### src/rtl/sleep_clk_pkg.sv
package sleep_clk_pkg;

    localparam int PCFG_W     = 8;
    localparam int PCFG_EN    = 7;
    localparam int PCFG_RATE  = 0;
    localparam int RATE_W     = 2;
    localparam int MAX_HALF   = 8;
    localparam int HCNT_W     = $clog2(MAX_HALF);

    typedef enum logic [2:0] {
        M_FULL = 3'd0,
        M_DIV2 = 3'd1,
        M_DIV4 = 3'd2,
        M_DIV8 = 3'd3,
        M_STOP = 3'd4
    } clk_mode_e;

    function automatic clk_mode_e rate_to_mode(input logic [RATE_W-1:0] code);
        case (code)
            2'b00:   rate_to_mode = M_STOP;
            2'b01:   rate_to_mode = M_DIV2;
            2'b10:   rate_to_mode = M_DIV4;
            default: rate_to_mode = M_DIV8;
        endcase
    endfunction

    // last count of a half period (half length minus one)
    function automatic logic [HCNT_W-1:0] half_last(input clk_mode_e m);
        logic [HCNT_W:0] len;
        case (m)
            M_DIV2:  len = (HCNT_W+1)'(2);
            M_DIV4:  len = (HCNT_W+1)'(4);
            M_DIV8:  len = (HCNT_W+1)'(8);
            default: len = (HCNT_W+1)'(1);
        endcase
        half_last = HCNT_W'(len - 1'b1);
    endfunction

endpackage

### src/rtl/sleep_ctl.sv
module sleep_ctl
    import sleep_clk_pkg::*;
(
    input  logic              clk,
    input  logic              rst,
    input  logic              halt,
    input  logic              wake,
    input  logic              enable,
    input  logic [RATE_W-1:0] rate,
    output clk_mode_e         tgt_mode
);

    logic sleep_q;

    // wake and a cleared enable both win over HALT
    always_ff @(posedge clk) begin
        if (rst) begin
            sleep_q <= 1'b0;
        end else if (wake || !enable) begin
            sleep_q <= 1'b0;
        end else if (halt) begin
            sleep_q <= 1'b1;
        end
    end

    always_comb begin
        tgt_mode = sleep_q ? rate_to_mode(rate) : M_FULL;
    end

endmodule

### src/rtl/clk_div_gen.sv
module clk_div_gen
    import sleep_clk_pkg::*;
(
    input  logic      clk,
    input  logic      rst,
    input  clk_mode_e tgt_mode,
    output clk_mode_e cur_mode,
    output logic      clk_out
);

    logic [HCNT_W-1:0] cnt_q;
    logic              clk_q;
    clk_mode_e         mode_q;

    always_ff @(posedge clk) begin
        if (rst) begin
            mode_q <= M_FULL;
            clk_q  <= 1'b0;
            cnt_q  <= '0;
        end else if (tgt_mode != mode_q) begin
            // switch only through a low phase
            mode_q <= tgt_mode;
            clk_q  <= 1'b0;
            cnt_q  <= '0;
        end else if (mode_q == M_STOP) begin
            clk_q  <= 1'b0;
            cnt_q  <= '0;
        end else if (cnt_q == half_last(mode_q)) begin
            clk_q  <= ~clk_q;
            cnt_q  <= '0;
        end else begin
            cnt_q  <= cnt_q + 1'b1;
        end
    end

    assign cur_mode = mode_q;
    assign clk_out  = clk_q;

endmodule

### src/rtl/sleep_clk_ctrl.sv
module sleep_clk_ctrl
    import sleep_clk_pkg::*;
#(
    parameter int REG_W    = PCFG_W,
    parameter int EN_BIT   = PCFG_EN,
    parameter int RATE_LSB = PCFG_RATE
) (
    input  logic             clk_src,
    input  logic             rst,
    input  logic             halt_i,
    input  logic             wake_i,
    input  logic [REG_W-1:0] pwr_cfg_i,
    output logic             cpu_clk_o
);

    clk_mode_e tgt_mode;
    clk_mode_e cur_mode;

    sleep_ctl u_ctl (
        .clk      (clk_src),
        .rst      (rst),
        .halt     (halt_i),
        .wake     (wake_i),
        .enable   (pwr_cfg_i[EN_BIT]),
        .rate     (pwr_cfg_i[RATE_LSB +: RATE_W]),
        .tgt_mode (tgt_mode)
    );

    clk_div_gen u_gen (
        .clk      (clk_src),
        .rst      (rst),
        .tgt_mode (tgt_mode),
        .cur_mode (cur_mode),
        .clk_out  (cpu_clk_o)
    );

endmodule

### config.mk
export PLATFORM = sky130hd
export DESIGN_NAME = sleep_clk_ctrl
export DESIGN_NICKNAME = d
export VERILOG_FILES = /design/src/rtl/sleep_clk_pkg.sv /design/src/rtl/sleep_ctl.sv /design/src/rtl/clk_div_gen.sv /design/src/rtl/sleep_clk_ctrl.sv
export SDC_FILE = /design/constraint.sdc
export NUM_CORES = 1
export LEC_CHECK = 0
export BUFFER_PORTS_ARGS = -buffer_cell sky130_fd_sc_hd__buf_4
export CORE_AREA = 3 3 40 42
export DETAILED_ROUTE_END_ITERATION = 16
export DIE_AREA = 0 0 43 45
export PLACE_DENSITY = 0.62
export SETUP_SLACK_MARGIN = 0.2
export SYNTH_ARGS = -nofsm -noshare
export SYNTH_HDL_FRONTEND = slang
export SYNTH_SLANG_ARGS = --single-unit
### constraint.sdc
create_clock -name clk_src -period 4.8 [get_ports clk_src]
set_clock_uncertainty 0.2 [all_clocks]
set_input_delay 0.72 -clock clk_src [delete_from_list [all_inputs] [get_ports clk_src]]
set_output_delay 0.72 -clock clk_src [all_outputs]
set_load 0.01 [all_outputs]
==> results.md <==
- Run status: finished, final reports clean
- Core area: 1280 um^2
- Final Slew Violations: 0
- Avg Inst Size Synth: 10.5 um^2
- Gpl congestion: 0.656
- Port Buffers: 7
- Warnings, synthesis: 0
- Required time of the critical path: 4.78 ns
- DRC errors left: 0
- Finished Core Util: 41.7%
- Net Switching: 0.0291 mW
- Wire per inst: 11.0 um
- FF+latch count, synth: 8
- PwrDens: 249 nW/um^2
- Global-route wire length before repair: 1370 um
- # rows: 13
- Worst-Skew Late Latency: 0.25 ns
- Pre-CTS setup slack: 2.88 ns
- Hold_buf cts: 0
- Synth-to-layout area growth: 21.2%
- FF-to-FF Start: u_ctl.sleep_q
- Most common cell after layout, fill and taps aside: dfxtp_1
- Max Cap Viol: 0
- Post-synth cell types: 25
- Post-synth EDFFs: 0
- Final worst slack: 3.15 ns
- Crit path time final: 1.65 ns
- Fin nets: 67
- ANT cells: 0
- Worst slew pin tran: 0.330 ns
- Sequential share of the synthesized area: 36.3%
- Layout cell share with drive strength beyond 1: 44.2%
- Most frequent cells in the layout: dfxtp_1 (8), buf_4 (7), inv_1 (4)
- Die W: 43 um
- Crit path max fanout: 5
- Sequential Power Share: 52.0%
- R2R Path End: u_gen.clk_out
- Ys flop type: dfxtp_1
- Via count: 338
- Tcrit/Tclk final: 34.4%
- DRT Pass-1 Iters: 2
- Reg2Reg Depth: 4
- Largest net degree at the start of global routing: 8
- Clk buf depth: 2
- Die Height: 45 um
- Final hold slack: 0.334 ns
- Post-Syn Area: 442 um^2
- CTS tree: yes
- Final TNS setup: 0 ns
- Total track usage: 9.52%
- Initial antenna violation count: 0
- Detail Placement HPWL: 570 um
- CP endpoint: u_gen.clk_out
- Flop-to-flop setup slack: 3.23 ns
- WL final: 740 um
- Sink Count: 8
- FFs w/ async S/R, synth: 0%
- Nature of the critical path startpoint: input pin
- Post-CTS setup buffers: 0
- Class of the worst hold path: flop to flop
- Combinational share of power: 10.7%
- Post-Syn Nets: 55
- Worst Setup SP: pwr_cfg_i[1]
- Starting DRC count in detailed routing: 2
- Clock power share: 37.3%
- Clock root cell: clkbuf_4
- Final Setup Violations: 0
- Critical Path AT: 1.63 ns
- Vias in the first global route: 333
- Via density: 5.04
- F_max: 0.606 GHz
- Max-slew headroom: 77.7%
- Leakage power: 0.200 nW
- Worst-path clk slew: 0.05 ns
- Setup crit end kind: flop
- Post-cts gate resize count: 0
- Number of nets with antenna violations after routing: 0
- Hold Fails Final Rpt: 0
- Syn Inst Count: 42
- Switching fraction of total power: 21.8%
- Total Power: 0.133 mW
- Internal power: 0.104 mW
- CTS buffer count: 3
- IO Pins: 13
- Die ar.: 1940 um^2
- Grt ovf: 0
- Crit Path Category: input pin to flop
- RSZ-0062 raised after global routing: no
- Peak supply drop: 0.000125 V
- CTS H-tree depth: 1
- Effective utilization at floorplan: 34.4%
==> flip-flops by register name (all words and copies together) (netlist names) <==
signal          count
u_gen.cnt_q         3
u_ctl.sleep_q       1
u_gen.cur_mode      3
u_gen.clk_out       1
==> critical path: stages <==
cell and delay, ns:
buf_4 0.13, o41ai_2 0.35, o2111ai_2 0.24, nor3b_2 0.20
==> per-layer routing <==
metal	global-route usage, %	wire length [um]	up-vias
li1	-	-	176
met5	0	0	-
met3	5.98	56	0
met4	1.81	0	0
met1	11.2	326	151
met2	15.0	357	11
==> synth_stat cells (all sizes together), types with 2 or more instances <==
library cell,instances,share of area [%]
dfxtp,8,36
nand2,2,1.7
nor2,2,1.7
nor3,4,5.7
a21oi,2,2.3
and3,3,5.1
inv,5,4.2
==> worst min-delay path by stage <==
| stage | depth (start not counted) | slack (ns) | endpoint | start |
|---|---|---|---|---|
| after floorplan | 2 | 0.28 | u_gen.cur_mode[2] | u_ctl.sleep_q |
| after global placement | 2 | 0.33 | u_gen.cur_mode[2] | u_ctl.sleep_q |
| after detailed placement | 2 | 0.32 | u_gen.cur_mode[2] | u_ctl.sleep_q |
| after CTS | 2 | 0.34 | u_gen.cur_mode[2] | u_ctl.sleep_q |
| after global routing | 1 | 0.38 | u_gen.cnt_q[0] | u_gen.cnt_q[0] |
| final | 2 | 0.33 | u_gen.cur_mode[2] | u_ctl.sleep_q |
==> kinds of logic after synthesis <==
family | after synthesis | synth area share [%]
flip-flops | 8 | 36.3
buffers and inverters | 5 | 4.25
AND/OR/NAND/NOR | 18 | 31.7
adder cells (fa/ha/maj) | 1 | 2.83
XOR/XNOR | 2 | 3.97
AO/OA/AOI/OAI | 8 | 21.0
==> power by group through the flow <==
stage / Sequential, mW / Combinational, mW / Clock (mW)
6_report: 0.0695 / 0.0143 / 0.0497
5_1_grt: 0.0696 / 0.0160 / 0.0581
4_1_cts: 0.0695 / 0.0146 / 0.0521
3_5_place_dp: 0.0709 / 0.0144 / 0
3_3_place_gp: 0.0709 / 0.0142 / 0
2_1_floorplan: 0.0711 / 0.00676 / 0
==> metrics by stage <==
| stage | instance area (um^2) | std cells |
|---|---|---|
| after global routing | 536 | 67 |
| final | 536 | 67 |
| after detailed placement | 513 | 64 |
| after floorplan | 442 | 42 |
| after global placement | 513 | 64 |
| after CTS | 536 | 67 |
==> area by class of cell <==
class,count,area (um^2)
fillers,137,749
multi-input cells,29,263
flip-flops and latches,8,160
well taps,15,18.8
inverters,5,18.8
clock buffers,3,22.5
repair buffers,7,52.6
No activity file was read; power rests on OpenSTA's default activity.
